`src/rtl/nand_seq_pkg.sv`:
```
package nand_seq_pkg;

  typedef enum logic [3:0] {
    OP_NONE          = 4'd0,
    OP_READ          = 4'd1,
    OP_READ_ID       = 4'd2,
    OP_STATUS        = 4'd3,
    OP_PROG_SETUP    = 4'd4,
    OP_PROG_CONFIRM  = 4'd5,
    OP_ERASE_SETUP   = 4'd6,
    OP_ERASE_CONFIRM = 4'd7,
    OP_RAND_READ     = 4'd8,
    OP_RESET         = 4'd9
  } nand_op_e;

  typedef enum logic [1:0] {
    OFF_KEEP = 2'd0,
    OFF_ZERO = 2'd1,
    OFF_HALF = 2'd2,
    OFF_PAGE = 2'd3
  } off_sel_e;

  localparam logic [7:0] CMD_READ       = 8'h00;
  localparam logic [7:0] CMD_READ_HI    = 8'h01;
  localparam logic [7:0] CMD_READ_SPARE = 8'h50;
  localparam logic [7:0] CMD_READ_GO    = 8'h30;
  localparam logic [7:0] CMD_COL_CHG    = 8'h05;
  localparam logic [7:0] CMD_RAND_GO    = 8'hE0;
  localparam logic [7:0] CMD_RAND_GO_NS = 8'h35;
  localparam logic [7:0] CMD_ID         = 8'h90;
  localparam logic [7:0] CMD_RESET      = 8'hFF;
  localparam logic [7:0] CMD_PROG       = 8'h80;
  localparam logic [7:0] CMD_PROG_GO    = 8'h10;
  localparam logic [7:0] CMD_ERASE      = 8'h60;
  localparam logic [7:0] CMD_ERASE_GO   = 8'hD0;
  localparam logic [7:0] CMD_STATUS     = 8'h70;

  typedef struct packed {
    logic       known;
    logic       immediate;
    logic [7:0] eff_cmd;
    off_sel_e   off_sel;
    nand_op_e   op;
  } cmd_info_t;

endpackage

```
`src/rtl/nand_cmd_decode.sv`:
```
module nand_cmd_decode
  import nand_seq_pkg::*;
#(
  parameter bit LARGE_PAGE = 1'b1
) (
  input  logic [7:0] byte_i,
  input  logic [7:0] cur_cmd_i,
  output cmd_info_t  info_o,
  output logic       skip_o,
  output logic       col_restart_o
);

  always_comb begin
    info_o        = '{known: 1'b1, immediate: 1'b0, eff_cmd: byte_i,
                      off_sel: OFF_KEEP, op: OP_NONE};
    skip_o        = 1'b0;
    col_restart_o = 1'b0;
    if (LARGE_PAGE && byte_i == CMD_READ_GO && cur_cmd_i == CMD_READ) begin
      skip_o = 1'b1;
    end else if (LARGE_PAGE && byte_i == CMD_COL_CHG) begin
      col_restart_o = 1'b1;
    end else begin
      unique case (byte_i)
        CMD_READ:       info_o.off_sel = OFF_ZERO;
        CMD_READ_HI:    begin info_o.eff_cmd = CMD_READ; info_o.off_sel = OFF_HALF; end
        CMD_READ_SPARE: begin info_o.eff_cmd = CMD_READ; info_o.off_sel = OFF_PAGE; end
        CMD_ID, CMD_PROG: ;
        CMD_RESET:      begin info_o.immediate = 1'b1; info_o.op = OP_RESET; end
        CMD_PROG_GO:    begin info_o.immediate = 1'b1; info_o.op = OP_PROG_CONFIRM; end
        CMD_ERASE:      begin info_o.immediate = 1'b1; info_o.op = OP_ERASE_SETUP; end
        CMD_ERASE_GO:   begin info_o.immediate = 1'b1; info_o.op = OP_ERASE_CONFIRM; end
        CMD_STATUS:     begin info_o.immediate = 1'b1; info_o.op = OP_STATUS; end
        CMD_RAND_GO,
        CMD_RAND_GO_NS: begin info_o.immediate = 1'b1; info_o.op = OP_RAND_READ; end
        default:        info_o.known = 1'b0;
      endcase
    end
  end

endmodule

```
`src/rtl/nand_addr_reg.sv`:
```
module nand_addr_reg #(
  parameter int BUS_BYTES  = 1,
  parameter int ADDR_BYTES = 5,
  parameter int COL_BITS   = 16,
  localparam int ADDR_W    = 8 * ADDR_BYTES,
  localparam int CNT_W     = $clog2(ADDR_BYTES + 1)
) (
  input  logic              clk_i,
  input  logic              rst_ni,
  input  logic              clr_all_i,
  input  logic              clr_col_i,
  input  logic              clr_cnt_i,
  input  logic              load_i,
  input  logic [7:0]        byte_i,
  output logic [ADDR_W-1:0] addr_o,
  output logic [CNT_W-1:0]  cnt_o,
  output logic              taken_o,
  output logic [CNT_W-1:0]  nxt_cnt_o
);

  localparam logic [CNT_W-1:0]  MAX_CNT  = CNT_W'(ADDR_BYTES);
  localparam logic [CNT_W-1:0]  WIDEN_AT = CNT_W'(2);
  localparam logic [ADDR_W-1:0] COL_MASK = ADDR_W'((64'd1 << COL_BITS) - 64'd1);

  logic [ADDR_W-1:0] addr_q, base_addr, nxt_addr;
  logic [CNT_W-1:0]  cnt_q, base_cnt, nxt_cnt;

  always_comb begin
    if (clr_all_i)      base_addr = '0;
    else if (clr_col_i) base_addr = addr_q & ~COL_MASK;
    else                base_addr = addr_q;
    base_cnt = (clr_all_i || clr_col_i || clr_cnt_i) ? '0 : cnt_q;
    nxt_addr = base_addr;
    nxt_cnt  = base_cnt;
    taken_o  = load_i && (base_cnt < MAX_CNT);
    if (taken_o) begin
      for (int i = 0; i < ADDR_BYTES; i++) begin
        if (base_cnt == CNT_W'(i)) nxt_addr[8*i +: 8] = byte_i;
      end
      nxt_cnt = base_cnt + 1'b1;
      // word column to byte column
      if (nxt_cnt == WIDEN_AT) nxt_addr = nxt_addr << (BUS_BYTES - 1);
    end
  end

  always_ff @(posedge clk_i or negedge rst_ni) begin
    if (!rst_ni) begin
      addr_q <= '0;
      cnt_q  <= '0;
    end else begin
      addr_q <= nxt_addr;
      cnt_q  <= nxt_cnt;
    end
  end

  assign addr_o    = addr_q;
  assign cnt_o     = cnt_q;
  assign nxt_cnt_o = nxt_cnt;

endmodule

```
`src/rtl/nand_start_gen.sv`:
```
module nand_start_gen
  import nand_seq_pkg::*;
(
  input  logic     clk_i,
  input  logic     rst_ni,
  input  logic     start_i,
  input  nand_op_e op_i,
  input  logic     illegal_i,
  output logic     start_o,
  output nand_op_e op_o,
  output logic     illegal_o
);

  always_ff @(posedge clk_i or negedge rst_ni) begin
    if (!rst_ni) begin
      start_o   <= 1'b0;
      op_o      <= OP_NONE;
      illegal_o <= 1'b0;
    end else begin
      start_o   <= start_i;
      op_o      <= start_i ? op_i : OP_NONE;
      illegal_o <= illegal_i;
    end
  end

endmodule

```
`src/rtl/nand_cmd_seq.sv`:
```
module nand_cmd_seq
  import nand_seq_pkg::*;
#(
  parameter int BUS_BYTES  = 1,
  parameter bit LARGE_PAGE = 1'b1,
  parameter int CHIP_MBIT  = 2048,
  parameter int PAGE_BYTES = LARGE_PAGE ? 2048 : 512,
  parameter int ADDR_BYTES = 5,
  localparam int ADDR_W    = 8 * ADDR_BYTES,
  localparam int CNT_W     = $clog2(ADDR_BYTES + 1),
  localparam int OFF_W     = $clog2(PAGE_BYTES) + 1
) (
  input  logic              clk_i,
  input  logic              rst_ni,
  input  logic              wr_i,
  input  logic              ce_ni,
  input  logic              cle_i,
  input  logic              ale_i,
  input  logic [7:0]        data_i,
  output logic [7:0]        cmd_o,
  output logic [ADDR_W-1:0] addr_o,
  output logic [CNT_W-1:0]  addr_cnt_o,
  output logic [OFF_W-1:0]  col_off_o,
  output logic              start_o,
  output logic [3:0]        op_o,
  output logic              illegal_o
);

  localparam int COL_BITS = LARGE_PAGE ? 16 : 8;
  localparam int TRIG_INT = !LARGE_PAGE ? 3 : (CHIP_MBIT >= 2048 ? 5 : 4);
  localparam logic [CNT_W-1:0] TRIG_CNT = CNT_W'(TRIG_INT);
  localparam logic [CNT_W-1:0] ID_CNT   = CNT_W'(1);

  cmd_info_t        info;
  logic             skip, col_restart;
  logic [7:0]       cmd_q, cmd_d;
  logic [OFF_W-1:0] off_q, off_d;
  logic             cmd_phase, cmd_take, addr_ok;
  logic             clr_all, clr_cnt, clr_col;
  logic             taken;
  logic [CNT_W-1:0] nxt_cnt;
  logic             start_v, illegal_v;
  nand_op_e         op_v, op_q;

  nand_cmd_decode #(.LARGE_PAGE(LARGE_PAGE)) u_dec (
    .byte_i       (data_i),
    .cur_cmd_i    (cmd_q),
    .info_o       (info),
    .skip_o       (skip),
    .col_restart_o(col_restart)
  );

  assign cmd_phase = wr_i && !ce_ni && cle_i;
  assign cmd_take  = cmd_phase && info.known && !skip && !col_restart;
  assign addr_ok   = wr_i && ale_i && !(cmd_phase && (skip || col_restart || !info.known));
  assign clr_all   = cmd_take && (info.eff_cmd == CMD_RESET);
  assign clr_cnt   = cmd_take && (info.eff_cmd != CMD_RAND_GO);
  assign clr_col   = cmd_phase && col_restart;
  assign illegal_v = cmd_phase && !info.known;

  always_comb begin
    cmd_d = cmd_q;
    off_d = off_q;
    if (cmd_take) begin
      cmd_d = clr_all ? CMD_READ : info.eff_cmd;
      unique case (info.off_sel)
        OFF_ZERO: off_d = '0;
        OFF_HALF: off_d = OFF_W'(256);
        OFF_PAGE: off_d = OFF_W'(PAGE_BYTES);
        default:  off_d = off_q;
      endcase
      if (clr_all) off_d = '0;
    end
  end

  nand_addr_reg #(
    .BUS_BYTES (BUS_BYTES),
    .ADDR_BYTES(ADDR_BYTES),
    .COL_BITS  (COL_BITS)
  ) u_addr (
    .clk_i    (clk_i),
    .rst_ni   (rst_ni),
    .clr_all_i(clr_all),
    .clr_col_i(clr_col),
    .clr_cnt_i(clr_cnt),
    .load_i   (addr_ok),
    .byte_i   (data_i),
    .addr_o   (addr_o),
    .cnt_o    (addr_cnt_o),
    .taken_o  (taken),
    .nxt_cnt_o(nxt_cnt)
  );

  // latched commands win over address-triggered starts in the same write
  always_comb begin
    start_v = 1'b0;
    op_v    = OP_NONE;
    if (cmd_take && info.immediate) begin
      start_v = 1'b1;
      op_v    = info.op;
    end else if (taken) begin
      if (cmd_d == CMD_ID && nxt_cnt == ID_CNT) begin
        start_v = 1'b1;
        op_v    = OP_READ_ID;
      end else if (nxt_cnt == TRIG_CNT && cmd_d == CMD_READ) begin
        start_v = 1'b1;
        op_v    = OP_READ;
      end else if (nxt_cnt == TRIG_CNT && cmd_d == CMD_PROG) begin
        start_v = 1'b1;
        op_v    = OP_PROG_SETUP;
      end
    end
  end

  always_ff @(posedge clk_i or negedge rst_ni) begin
    if (!rst_ni) begin
      cmd_q <= CMD_READ;
      off_q <= '0;
    end else begin
      cmd_q <= cmd_d;
      off_q <= off_d;
    end
  end

  nand_start_gen u_start (
    .clk_i    (clk_i),
    .rst_ni   (rst_ni),
    .start_i  (start_v),
    .op_i     (op_v),
    .illegal_i(illegal_v),
    .start_o  (start_o),
    .op_o     (op_q),
    .illegal_o(illegal_o)
  );

  assign op_o      = op_q;
  assign cmd_o     = cmd_q;
  assign col_off_o = off_q;

endmodule

```
`config.mk`:
```
export PLATFORM = sky130hd
export DESIGN_NAME = nand_cmd_seq
export DESIGN_NICKNAME = d
export VERILOG_FILES = /design/src/rtl/nand_seq_pkg.sv /design/src/rtl/nand_cmd_decode.sv /design/src/rtl/nand_addr_reg.sv /design/src/rtl/nand_start_gen.sv /design/src/rtl/nand_cmd_seq.sv
export SDC_FILE = /design/constraint.sdc
export NUM_CORES = 1
export LEC_CHECK = 0
export ABC_AREA = 1
export ABC_CLOCK_PERIOD_IN_PS = 2550
export BUFFER_PORTS_ARGS = -buffer_cell sky130_fd_sc_hd__buf_2
export CELL_PAD_IN_SITES_DETAIL_PLACEMENT = 1
export CELL_PAD_IN_SITES_GLOBAL_PLACEMENT = 2
export CORE_UTILIZATION = 32
export DETAILED_ROUTE_END_ITERATION = 8
export GPL_TIMING_DRIVEN = 0
export PLACE_DENSITY_LB_ADDON = 0.1
export SYNTH_ARGS = -nofsm -noshare
export SYNTH_HDL_FRONTEND = slang
export SYNTH_SLANG_ARGS = --single-unit
```
`constraint.sdc`:
```
create_clock -name clk_i -period 2.55 [get_ports clk_i]
set_input_delay 0.255 -clock clk_i [delete_from_list [all_inputs] [get_ports clk_i]]
set_output_delay 0.255 -clock clk_i [all_outputs]
set_load 0.03 [all_outputs]
```
## After elaboration in Yosys (flattened, before gate mapping)

Index checks and enable logic that the tools add are counted.

| storage, ports and cells | value |
|---|---|
| output and inout bits | 69 |
| register bits after elaboration | 69 |
| bits of input ports | 14 |
| word-level logic and storage cells | 107 |

| operators by class | value |
|---|---|
| reductions and logical operators | 37 |
| equality and inequality tests | 26 |
| add/sub/neg operators | 1 |
| magnitude comparators | 1 |
| muxes and demuxes | 35 |

Operators with widths:

| kind | count |
|---|---|
| $mux W40 | 2 |
| $eq A8 B8 Y1 const B | 8 |
| $mux W8 | 8 |
| $mux W16 | 3 |
| $pmux W12 S3 | 1 |
| $eq A8 B7 Y1 const B | 3 |
| $logic_not A8 Y1 | 3 |
| $pmux W4 S6 | 1 |
| $logic_and A1 B1 Y1 | 18 |
| $mux W3 | 6 |
| $eq A8 B6 Y1 const B | 2 |
| $mux W12 | 1 |
| $reduce_or A12 Y1 | 1 |
| $mux W1 | 10 |
| $eq A8 B1 Y1 const B | 1 |
| $eq A8 B3 Y1 const B | 1 |
| $eq A8 B5 Y1 const B | 1 |
| $mux W4 | 2 |
| $ne A8 B8 Y1 const B | 1 |
| $reduce_or A7 Y1 | 1 |
| $eq A3 B1 Y1 const B | 2 |
| $eq A3 B2 Y1 const B | 2 |
| $eq A3 B3 Y1 const B | 2 |
| $pmux W2 S3 | 1 |
| other kinds (10) | 19 |

## Depth between registers and ports, before layout

Gate-level depths: netlist of the first run.

| logic depth | value |
|---|---|
| word-level depth | 23 |
| depth in mapped cells | 22 |
| mapped depth without buffers | 21 |

## Cells and area by module

A second synthesis of the first run with hierarchy kept.

| second synthesis, totals | value |
|---|---|
| cells, all modules | 491 |
| area total of the unflattened synthesis | 3,686.0 um^2 |

Modules (own cells, without submodules):

| module | sequential area each (um^2) | area each (um^2) | cells each | times used |
|---|---|---|---|---|
| nand_addr_reg | 1,076.0 | 2,336.0 | 278 | 1 |
| nand_cmd_seq | 250.2 | 823.3 | 116 | 1 |
| nand_cmd_decode | 0.0 | 346.6 | 83 | 1 |
| nand_start_gen | 150.1 | 180.2 | 14 | 1 |

## Worst setup path before layout of the first run

No wires, ideal clock.

| timing | value |
|---|---|
| path kind | input -> register |
| start point | input data_i[3] |
| end point | register u_start.op_o[1] |
| data arrival time | 2.507 ns |
| path buffers | 1 |
| slack | -0.035 ns |
| library setup time | 0.078 ns |
| required time | 2.472 ns |
| stages | 21 |
| cell sequence | inv_1 > nand2_2 > nor2_2 > buf_6 > nand2_1 > nand2_1 > nor2_2 > nand3_4 > nand2_4 > nor2_4 > nor2_8 > nand2_1 > inv_1 > ha_1 > ha_1 > nand3_1 > nand2_1 > nand2_1 > nor2_2 > nand2_1 > a21boi_1 |

| on the way | value |
|---|---|
| cells in the longest elaborated chain, start to end | 23 |
| elaborated cells between the ends (all ways) | 72 |
| those cells by class | 1 x add/sub; 1 x order compare; 19 x eq/ne; 23 x mux; 28 x reduce/logical |

Ends and longest elaborated chain:

| what | line | RTL |
|---|---|---|
| from (decl) | nand_cmd_seq.sv:19 | `input logic [7:0] data_i,` |
| $eq A8 B1 Y1, or another cell as far along | nand_cmd_decode.sv:23 | `unique case (byte_i)` |
| $reduce_or A12 Y1 (no line) | n/a |  |
| $mux W1 | nand_cmd_decode.sv:23 |  |
| $mux W16 | nand_cmd_decode.sv:20 | `end else if (LARGE_PAGE && byte_i == CMD_COL_CHG) begin` |
| $mux W16 | nand_cmd_decode.sv:18 | `if (LARGE_PAGE && byte_i == CMD_READ_GO && cur_cmd_i == CMD_READ) begin` |
| $logic_and A1 B1 Y1 (3 in a row) | nand_cmd_seq.sv:54 | `assign cmd_take = cmd_phase && info.known && !skip && !col_restart;` |
| $logic_and A1 B1 Y1 | nand_cmd_seq.sv:56 | `assign clr_all = cmd_take && (info.eff_cmd == CMD_RESET);` |
| $logic_or A1 B1 Y1 (2 in a row) | nand_addr_reg.sv:32 | `base_cnt = (clr_all_i \|\| clr_col_i \|\| clr_cnt_i) ? '0 : cnt_q;` |
| [4 not listed] | n/a |  |
| $eq A3 B3 Y1 | nand_cmd_seq.sv:105, nand_cmd_seq.sv:108 |  |
| $logic_and A1 B1 Y1 | nand_cmd_seq.sv:108 | `end else if (nxt_cnt == TRIG_CNT && cmd_d == CMD_PROG) begin` |
| $mux W1 | nand_cmd_seq.sv:108 |  |
| $mux W1 | nand_cmd_seq.sv:105 | `end else if (nxt_cnt == TRIG_CNT && cmd_d == CMD_READ) begin` |
| $mux W1 | nand_cmd_seq.sv:102 | `if (cmd_d == CMD_ID && nxt_cnt == ID_CNT) begin` |
| $mux W1 | nand_cmd_seq.sv:101 | `end else if (taken) begin` |
| $mux W1 | nand_cmd_seq.sv:98 | `if (cmd_take && info.immediate) begin` |
| $mux W4 (*) | nand_start_gen.sv:21 | `op_o <= start_i ? op_i : OP_NONE;` |
| to (signal assigned) | nand_start_gen.sv:21 |  |
| to (decl) | nand_start_gen.sv:10 | `output nand_op_e op_o,` |

Every way passes the cells marked *; elsewhere a longest branch is shown, timed or not.
A chain may end at the register's enable or synchronous reset.

## Worst setup path after layout of the first run

| timing | value |
|---|---|
| start point | input data_i[3] |
| end point | register u_addr.addr_q[38], in the netlist u_addr.addr_o[38] |

| on the way | value |
|---|---|
| cells in the longest elaborated chain, start to end | 15 |
| elaborated cells between the ends (all ways) | 49 |
| those cells by class | 1 x order compare; 16 x eq/ne; 11 x mux; 21 x reduce/logical |

Ends and longest elaborated chain:

| what | line | RTL |
|---|---|---|
| $eq A8 B1 Y1, or another cell as far along | nand_cmd_decode.sv:23 |  |
| $reduce_or A12 Y1 (no line) | n/a |  |
| $mux W1 | nand_cmd_decode.sv:23 |  |
| $mux W16 | nand_cmd_decode.sv:20 |  |
| $mux W16 | nand_cmd_decode.sv:18 |  |
| $logic_and A1 B1 Y1 (3 in a row) | nand_cmd_seq.sv:54 |  |
| $logic_and A1 B1 Y1 | nand_cmd_seq.sv:56 |  |
| $logic_or A1 B1 Y1 (2 in a row) | nand_addr_reg.sv:32 |  |
| $mux W3 | nand_addr_reg.sv:32 |  |
| $lt A3 B3 Y1 or $eq A3 B3 Y1 (tied branches) | nand_addr_reg.sv:35, nand_addr_reg.sv:38 |  |
| $logic_and A1 B1 Y1 or $mux W8 (tied branches) | nand_addr_reg.sv:35, nand_addr_reg.sv:38 |  |
| $mux W40 (*) | nand_addr_reg.sv:36 | `if (taken_o) begin` |
| via u_addr.nxt_addr[38] | nand_addr_reg.sv:25 | `logic [ADDR_W-1:0] addr_q, base_addr, nxt_addr;` |
| to (signal assigned) | nand_addr_reg.sv:51 | `addr_q <= nxt_addr;` |
| to (decl) | nand_addr_reg.sv:25 |  |

The timed path passes the listed nets; every way through them passes the cells marked *.

==> results of run 1 <==
## registers in the layout, indices dropped and copies added (netlist names)
name / cells
cmd_o: 8
col_off_o: 2
u_addr.addr_o: 40
u_addr.cnt_o: 3
u_start.illegal_o: 1
u_start.op_o: 4
u_start.start_o: 1
## final cells by class
class / count / area, µm² / area share, %
repair buffers: 88 / 494.2 / 12.04
flip-flops and latches: 59 / 1476 / 35.98
clock inverters: 7 / 56.30 / 1.372
plain buffers: 19 / 133.9 / 3.262
inverters: 30 / 142.6 / 3.476
clock buffers: 9 / 123.9 / 3.018
multi-input cells: 262 / 1515 / 36.92
well taps: 129 / 161.4 / 3.933
## critical path, stage by stage
cell        delay [ps]
buf_2              130
clkinvlp_4         120
nand2_4             70
nor2_4             150
buf_6              150
nand2_2             80
nand2_2             70
nor2_2              40
nand3_4            120
nand2_8             80
nor2_4             200
nor2_8              80
buf_6              120
buf_4              140
o211ai_4           100
nand2_4            130
inv_6              130
nand4_4            150
buf_6              200
nand3_1             60
o21ai_1             70
## cells in the final DEF, fill, tap and decap left out, types with 8 or more instances in the layout
cell      netlist  routed
nand2_2         8      17
nand2_1        83      68
dfrtp_1        59      59
nor2_2          8       8
buf_4          12      26
clkbuf_8        0       9
nand2_4         3       8
inv_1          22      17
o21ai_1        18      18
buf_2           3      73
o21ai_0        27      27
nor2_1         26      21
nand3_1        48      47
conb_1          1      10
## per-stage QoR
step	utilization, %	hold WS, ps
after floorplan	-	-40.59
after global placement	39.05	476.0
after detailed placement	39.05	477.7
after CTS	42.75	184.4
after global routing	44.41	44.22
final	44.41	-33.51
## what timing repair did
item,in CTS,in global routing
endpoints found under the setup margin,29,36
setup buffers,12,3
resized for setup,19,34
endpoints found under the hold margin,0,0
pin swaps,4,7
gates cloned,1,0
## routing by layer
metal | vias up | share of wire (%)
met3 | 10 | 3.0
met4 | 0 | 1.3
met2 | 66 | 48
met5 | - | 0
met1 | 1373 | 48
li1 | 1399 | -
## path summary, 6_finish.rpt
check                                          to  depth (start not counted)       startpoint  slack [ps]
max in group asynchronous                cmd_o[7]                          1           rst_ni        2040
worst min register to register      col_off_o[11]                          2    col_off_o[11]         500
worst max-delay path            u_addr.addr_o[38]                         21        data_i[3]         130
min in group clk_i              u_addr.addr_o[27]                          3        data_i[3]         190
worst min-delay path            u_addr.addr_o[33]                          1           rst_ni         -30
worst max register to register    u_start.start_o                         10  u_addr.cnt_o[1]         850
## kinds of logic (layout without fill, tap and decap cells)
group,after synthesis,after routing
AO/OA/AOI/OAI,55,55
adder cells (fa/ha/maj),5,5
buffers and inverters,49,153
flip-flops,59,59
other,1,10
AND/OR/NAND/NOR,192,192
## report_power, final
group          internal (mW)  leakage, nW  switching, mW
Clock                  0.366       0.0910          0.450
Sequential              1.26        0.774          0.212
Combinational          0.578         1.30           1.29
Total                   2.20         2.16           1.95
==> results.toml, run 1 <==
[outcome]
status = "complete, but fails checks"
failed_checks = "hold timing"

[detailed_routing]
drc_errors = 0
totalWireLength_um = 9216
ant_nets = 0
post_drt_wl_per_cell_um = 15.28
drt-initial-drc-count = 82
vias_per_cell = 4.723
first_pass_iters = 4
vias = 2848

[sta]
fmax_mhz = 414.0
whs_ps = -33.51
hold_viol = 27
rsz0062_at_grt = "yes"
setup_tns_ps = 0
final-max-slew-violation-count = 0
fin_ws_ps = 134.3
worst_pin_slew_ps = 781.2
skew_ps = 8.636
period_share_pct = 94.73
maxSlewHeadroom_pct = 47.92
fin_crit_ps = 2416
setup_viol = 0

[setup_path]
cp_data_arrival_time_ps = 2660
critPathMaxFanout = 10
crit_required_ps = 2790
critPathKind = "input pin to flop"
worstSetupStartpointType = "input pin"
critPathCaptureType = "flop"

[final_layout]
area_delta_synth_final_pct = 34.70
antenna_cells = 0
drive_gt1_share_pct = 39.03
nFillCells = 1167
design_area_mm2 = 0.004104
stdcell_count = 603
nets = 488

[global_routing]
grt_start_max_net_pins = 60
overflow = 0
grtUsageMet1_pct = 26.32
grtUsageMet3_pct = 2.952
grt_pass1_vias = 2819
grt_pass1_wl_um = 14660
antenna_found_initial = 0
met2_usage_pct = 32.05
globalRouteTotalUtil_pct = 19.54
busiest_layer = "met2"

[clocking]
cts_tree = "done"
clockRootBuffer = "clkbuf_8"
cts_sinks = 59
clk_transition_reported_paths_ps = 90
cts_buffer_depth = 2
ctsHoldBuffers = 0
h-tree-depth = 3
cts_inserted_buffers = 9
clk_latency_ps = 340

[floorplanning]
rows = 35
die_h_um = 99.58
core-area_mm2 = 0.009240
num_io_pins = 83
dieArea_mm2 = 0.009915
initial_core_util_pct = 32.97
die_x_um = 99.58

[power]
irDropWorstVdd_mv = 0.3086
cellPowerDensity_mw_per_mm2 = 1011
leakage_nw = 2.160
power.total_mw = 4.148

[yosys]
yosys.area_share.xor_xnor_pct = 0
muxShareOfSynthArea_pct = 0
yosysTopAreaCell = "dfrtp_1"
syn_area_per_cell_um2 = 8.440
yosysSeqAreaShare_pct = 48.46
synth_seq_cells = 59
synth_top_family_by_area = "simple AND/OR/NAND/NOR gates"
yosys_warnings = 0
synth_top_area_share_pct = 48.46
synthAdderAreaFrac_pct = 2.053
ys_top_cells_by_area = "dfrtp_1 48%, nand2_1 10%, nand3_1 7.9%"
ys_async_sr_fraction_pct = 100.0
ys_types = 36
syn_area_mm2 = 0.003047
yosysMostFrequentCell = "nand2_1"
synth-edff-count = 0
syn_inst = 361
synth_compound_area_share_pct = 10.31
synthFlopType = "dfrtp_1"
synth-simple-area-share_pct = 31.01
ys_top_cells_by_count = "83 x nand2_1, 59 x dfrtp_1, 48 x nand3_1"

[placement]
dp_cells = 571
hpwlAfterDp_um = 6477
place.gp.congestion = 0.8479
place_ws_ps = -806.0
numPortBuffers = 72
dpl_cell_area_mm2 = 0.003608

[worst_hold_path]
hp-class = "input pin to async pin"

[flow_run]
cap_violations = 0
(Power assumes the default switching activity.)
==> run 2: changes to the inputs <==
Settings changed: CORE_MARGIN set to 1.5.
==> results.toml, run 2 (same netlist as run 1, synthesis figures left out) <==
[clocking]
h-tree-depth = 3
ctsHoldBuffers = 0
clk_transition_reported_paths_ps = 80
cts_inserted_buffers = 9
cts_buffer_depth = 2
clockRootBuffer = "clkbuf_8"
clk_latency_ps = 340
cts_sinks = 59
cts_tree = "done"

[detailed_routing]
first_pass_iters = 4
ant_nets = 0
drt-initial-drc-count = 89
post_drt_wl_per_cell_um = 15.35
vias_per_cell = 4.783
drc_errors = 0
totalWireLength_um = 9274
vias = 2889

[sta]
maxSlewHeadroom_pct = 49.80
fmax_mhz = 412.3
period_share_pct = 95.12
final-max-slew-violation-count = 0
skew_ps = 9.313
whs_ps = -26.86
worst_pin_slew_ps = 753.0
hold_viol = 44
fin_crit_ps = 2426
setup_viol = 0

[worst_hold_path]
hp-class = "input pin to async pin"

[final_layout]
final_cell_mix = "73 x buf_2, 62 x nand2_1, 59 x dfrtp_1, 46 x nand3_1, 30 x buf_4"
antenna_cells = 0
fin_util_pct = 45.01
area_delta_synth_final_pct = 36.51
final_common_cell = "buf_2"
design_area_mm2 = 0.004159
nets = 489
largest_reg_flops = 40
stdcell_count = 604
drive_gt1_share_pct = 40.84

[power]
cellPowerDensity_mw_per_mm2 = 1018
irDropWorstVdd_mv = 0.4048
leakage_nw = 2.184
power.total_mw = 4.235

[outcome]
failed_checks = "hold timing"
status = "complete, but fails checks"

[setup_path]
worstSetupStartpointType = "input pin"
critPathCaptureType = "flop"
crit_buf_inv = 4
r2r_cells = 12
critPathKind = "input pin to flop"
path_depth = 23
crit_chain = "buf_2 -> inv_4 -> nand2_2 -> nor2_1 -> nand2_4 -> nand2_2 -> nor2_2 -> nand3_4 -> nand2_8 -> nor2_4 -> nor2_8 -> nand2_4 -> inv_2 -> ha_4 -> ha_4 -> nand3_2 -> nand2_2 -> buf_4 -> nand2_1 -> nor2_1 -> nor2_1 -> nand2_1 -> nand2_1"
crit_required_ps = 2790
cp_data_arrival_time_ps = 2670
path_delay_family = "simple AND/OR/NAND/NOR gates"
critPathMaxFanout = 9
crit_path_top_delay_cell = "ha_4"
max_stage_delay_ps = 250

[placement]
hpwlAfterDp_um = 6525
dpl_cell_area_mm2 = 0.003608
numPortBuffers = 72
place.gp.congestion = 0.8367
dp_cells = 571

[global_routing]
grt_start_max_net_pins = 60
grt_pass1_vias = 2889
overflow = 0
antenna_found_initial = 0
globalRouteTotalUtil_pct = 19.31
grt_pass1_wl_um = 14860

[floorplanning]
die_h_um = 100.6
rows = 35
num_io_pins = 83
die_x_um = 100.6
dieArea_mm2 = 0.01012
core-area_mm2 = 0.009240
initial_core_util_pct = 32.97

[flow_run]
cap_violations = 0
-- run 2: cell count changes in the layout (fill, tap and decap cells not counted), moves of 2 or more --
cell	change
nand2_1	-6
nand2_2	+6
buf_4	+4
buf_6	-3
nand3_2	+2
nor2_2	-2
nor3_2	-2
-- run 2: stage by stage --
stage	hold slack (ps)	TNS [ps]	setup WS [ps]
after floorplan	-40.59	0	3.104
after global placement	475.9	-22050	-782.5
after detailed placement	478.8	-22120	-775.5
after CTS	181.0	0	3.895
after global routing	30.76	-93.59	-37.54
final	-26.86	0	124.4
-- run 2: worst register-to-register path, delay by kind of cell (launching register included) --
family	cells	cell delay, ps
flip-flops	1	450
AND/OR/NAND/NOR	8	600
buffers and inverters	2	190
adder cells (fa/ha/maj)	2	410
-- run 2: power by group --
group | total [mW] | switching (mW) | internal [mW]
Clock | 0.918 | 0.450 | 0.469
Combinational | 1.85 | 1.27 | 0.578
Sequential | 1.46 | 0.209 | 1.26
-- run 2: cell type report --
class	instances	area [µm²]
clock buffers	9	123.9
well taps	129	161.4
fillers	1133	5081
inverters	30	140.1
repair buffers	89	494.2
plain buffers	19	130.1
clock inverters	7	82.58
multi-input cells	262	1550
flip-flops and latches	59	1476
-- run 2: final timing paths --
| path | from | to | slack, ps |
|---|---|---|---|
| max | data_i[5] | u_start.op_o[2] | 120 |
| min | rst_ni | u_addr.addr_o[33] | -30 |
| max reg2reg | u_addr.cnt_o[0] | u_start.op_o[2] | 800 |
| min reg2reg | col_off_o[8] | col_off_o[8] | 490 |
| max in group asynchronous | rst_ni | cmd_o[4] | 2080 |
| min in group clk_i | data_i[1] | u_addr.addr_o[25] | 200 |
-- run 2: layer usage --
metal  part of all wire [%]  track usage (%)
met1                     45            24.62
met4                    1.6            5.850
met3                    3.2            3.190
met2                     50            33.59
met5                      0                0
-- run 2: what timing repair did --
action / CTS / global route
setup endpoints to repair: 30 / 29
gates resized for setup: 24 / 36
pin swaps: 5 / 13
setup buffers: 10 / 6
cloned: 1 / 0
==> run 3: changes to the inputs <==
Settings changed: ABC_AREA 1 to not set, CORE_UTILIZATION 32 to 34.
==> results.toml, run 3 <==
[outcome]
status = "complete, but fails checks"
failed_checks = "hold timing, setup timing"

[setup_path]
r2r_cells = 15
crit_buf_inv = 4
path_delay_family = "simple AND/OR/NAND/NOR gates"
worstSetupStartpointType = "flop"
cp_data_arrival_time_ps = 3380
critPathMaxFanout = 5
critPathKind = "flop to flop"
crit_required_ps = 2820
critPathCaptureType = "flop"
reg2reg_from = "cmd_o[0]"
crit_path_top_delay_cell = "or4_4"
max_stage_delay_ps = 540
r2r_slack_ps = -560
crit_chain = "or4_4 -> or4_4 -> o211ai_4 -> a211o_1 -> and2_4 -> nand2_4 -> inv_4 -> ha_4 -> ha_4 -> inv_2 -> a311oi_4 -> buf_6 -> buf_6 -> nand2_1 -> o21ai_1"
rr_endpoint = "u_addr.addr_o[28]"

[floorplanning]
rows = 34
die_h_um = 97.78
core-area_mm2 = 0.008721
dieArea_mm2 = 0.009561
initial_core_util_pct = 35.02
die_x_um = 97.78
num_io_pins = 83

[detailed_routing]
drc_errors = 0
first_pass_iters = 4
vias = 2744
post_drt_wl_per_cell_um = 17.75
ant_nets = 0
drt-initial-drc-count = 68
vias_per_cell = 5.063
totalWireLength_um = 9621

[final_layout]
antenna_cells = 0
stdcell_count = 542
largest_reg_flops = 40
final_common_cell = "buf_2"
final_cell_mix = "72 x buf_2, 60 x nand2_1, 57 x dfrtp_1, 34 x mux2i_1, 33 x buf_4"
nets = 448
area_delta_synth_final_pct = 38.10
drive_gt1_share_pct = 41.01

[global_routing]
globalRouteTotalUtil_pct = 20.63
grt_start_max_net_pins = 60
antenna_found_initial = 0
grt_pass1_vias = 2842
grt_pass1_wl_um = 15330
overflow = 0

[placement]
numPortBuffers = 72
hpwlAfterDp_um = 6446
place.gp.congestion = 0.8022
dp_cells = 500

[power]
power.total_mw = 4.461
cellPowerDensity_mw_per_mm2 = 1058
leakage_nw = 2.300
irDropWorstVdd_mv = 0.5506

[sta]
skew_ps = 10.75
setup_tns_ps = -20160
setup_viol = 47
final-max-slew-violation-count = 0
worst_pin_slew_ps = 930.6
whs_ps = -25.65
maxSlewHeadroom_pct = 37.67
period_share_pct = 122.0
rsz0062_at_grt = "yes"
fmax_mhz = 321.4
hold_viol = 30
fin_ws_ps = -561.1
fin_crit_ps = 3111

[yosys]
syn_inst = 311
yosys_warnings = 0
synth_top_area_share_pct = 48.34
yosysMostFrequentCell = "nand2_1"
yosysTopAreaCell = "dfrtp_1"
ys_async_sr_fraction_pct = 100.0
synth-edff-count = 0
synthFlopType = "dfrtp_1"
ys_types = 46
ys_top_cells_by_count = "68 x nand2_1, 59 x dfrtp_1, 34 x mux2i_1"
syn_area_mm2 = 0.003054
ys_top_cells_by_area = "dfrtp_1 48%, mux2i_1 11%, nand2_1 8.4%"
synth_seq_cells = 59
syn_area_per_cell_um2 = 9.821
yosysSeqAreaShare_pct = 48.34

[clocking]
clk_transition_reported_paths_ps = 80
cts_buffer_depth = 2
cts_tree = "done"
h-tree-depth = 3
clk_latency_ps = 350
clockRootBuffer = "clkbuf_8"
cts_inserted_buffers = 9
cts_sinks = 59

[flow_run]
cap_violations = 0

[worst_hold_path]
hp-class = "input pin to async pin"
run 3: cell type report:
class                      instances  area, µm²
sequential                        59       1479
timing repair buffer             100      603.1
clock inverter                     6      63.81
fill                            1026       4503
multi-input combinational        223       1597
buffer                            22      145.1
inverter                          14      57.56
tap                              108      135.1
clock buffer                      10      137.6
run 3: cells by family after synthesis:
logic type	Yosys count	share of synthesized area (%)
buffers and inverters	38	6.432
AOI/OAI and AO/OA	49	12.13
and+or+nand+nor	124	19.50
adders and majority gates	5	2.048
other	1	0.1228
DFF	59	48.34
xor gates and xnor gates	1	0.2868
muxes	34	11.14
run 3: where the power goes:
part / switching (mW) / internal (mW) / leakage, nW
Sequential: 0.212 / 1.27 / 0.756
Clock: 0.404 / 0.477 / 0.0987
Combinational: 1.39 / 0.713 / 1.44
run 3: metrics by stage:
stage          util [%]  worst slack, ps  area (µm²)
2_1_floorplan         -           -688.5        3177
5_1_grt           48.36           -648.8        4218
3_5_place_dp      42.11            -1231        3672
4_1_cts           46.87           -762.4        4088
3_3_place_gp      42.11            -1228        3672
6_report          48.36           -561.1        4218
run 3: worst max path at each step:
stage	from	end	slack (ps)	cells after the start
floorplan	cmd_o[0]	u_addr.addr_o[30]	-690	14
detailed placement	data_i[0]	u_addr.addr_o[24]	-1230	17
CTS	cmd_o[1]	u_addr.addr_o[31]	-760	16
global placement	data_i[0]	u_addr.addr_o[24]	-1230	17
global route	cmd_o[0]	u_addr.addr_o[28]	-650	15
finish	cmd_o[0]	u_addr.addr_o[28]	-560	15
run 3: what timing repair did:
action	in CTS	in global routing
hold endpoints to repair	0	0
endpoints found under the setup margin	49	52
pin swaps	9	8
gates resized for setup	22	30
gates cloned	1	0
buffers inserted	17	11
hold buffers	0	0
run 3: routing by layer:
layer,GRT usage (%),up-vias,wire (µm)
met5,0,-,0
met3,5.225,7,451
met1,28.00,1367,4392
met4,4.945,0,106
li1,-,1305,-
met2,33.28,65,4670
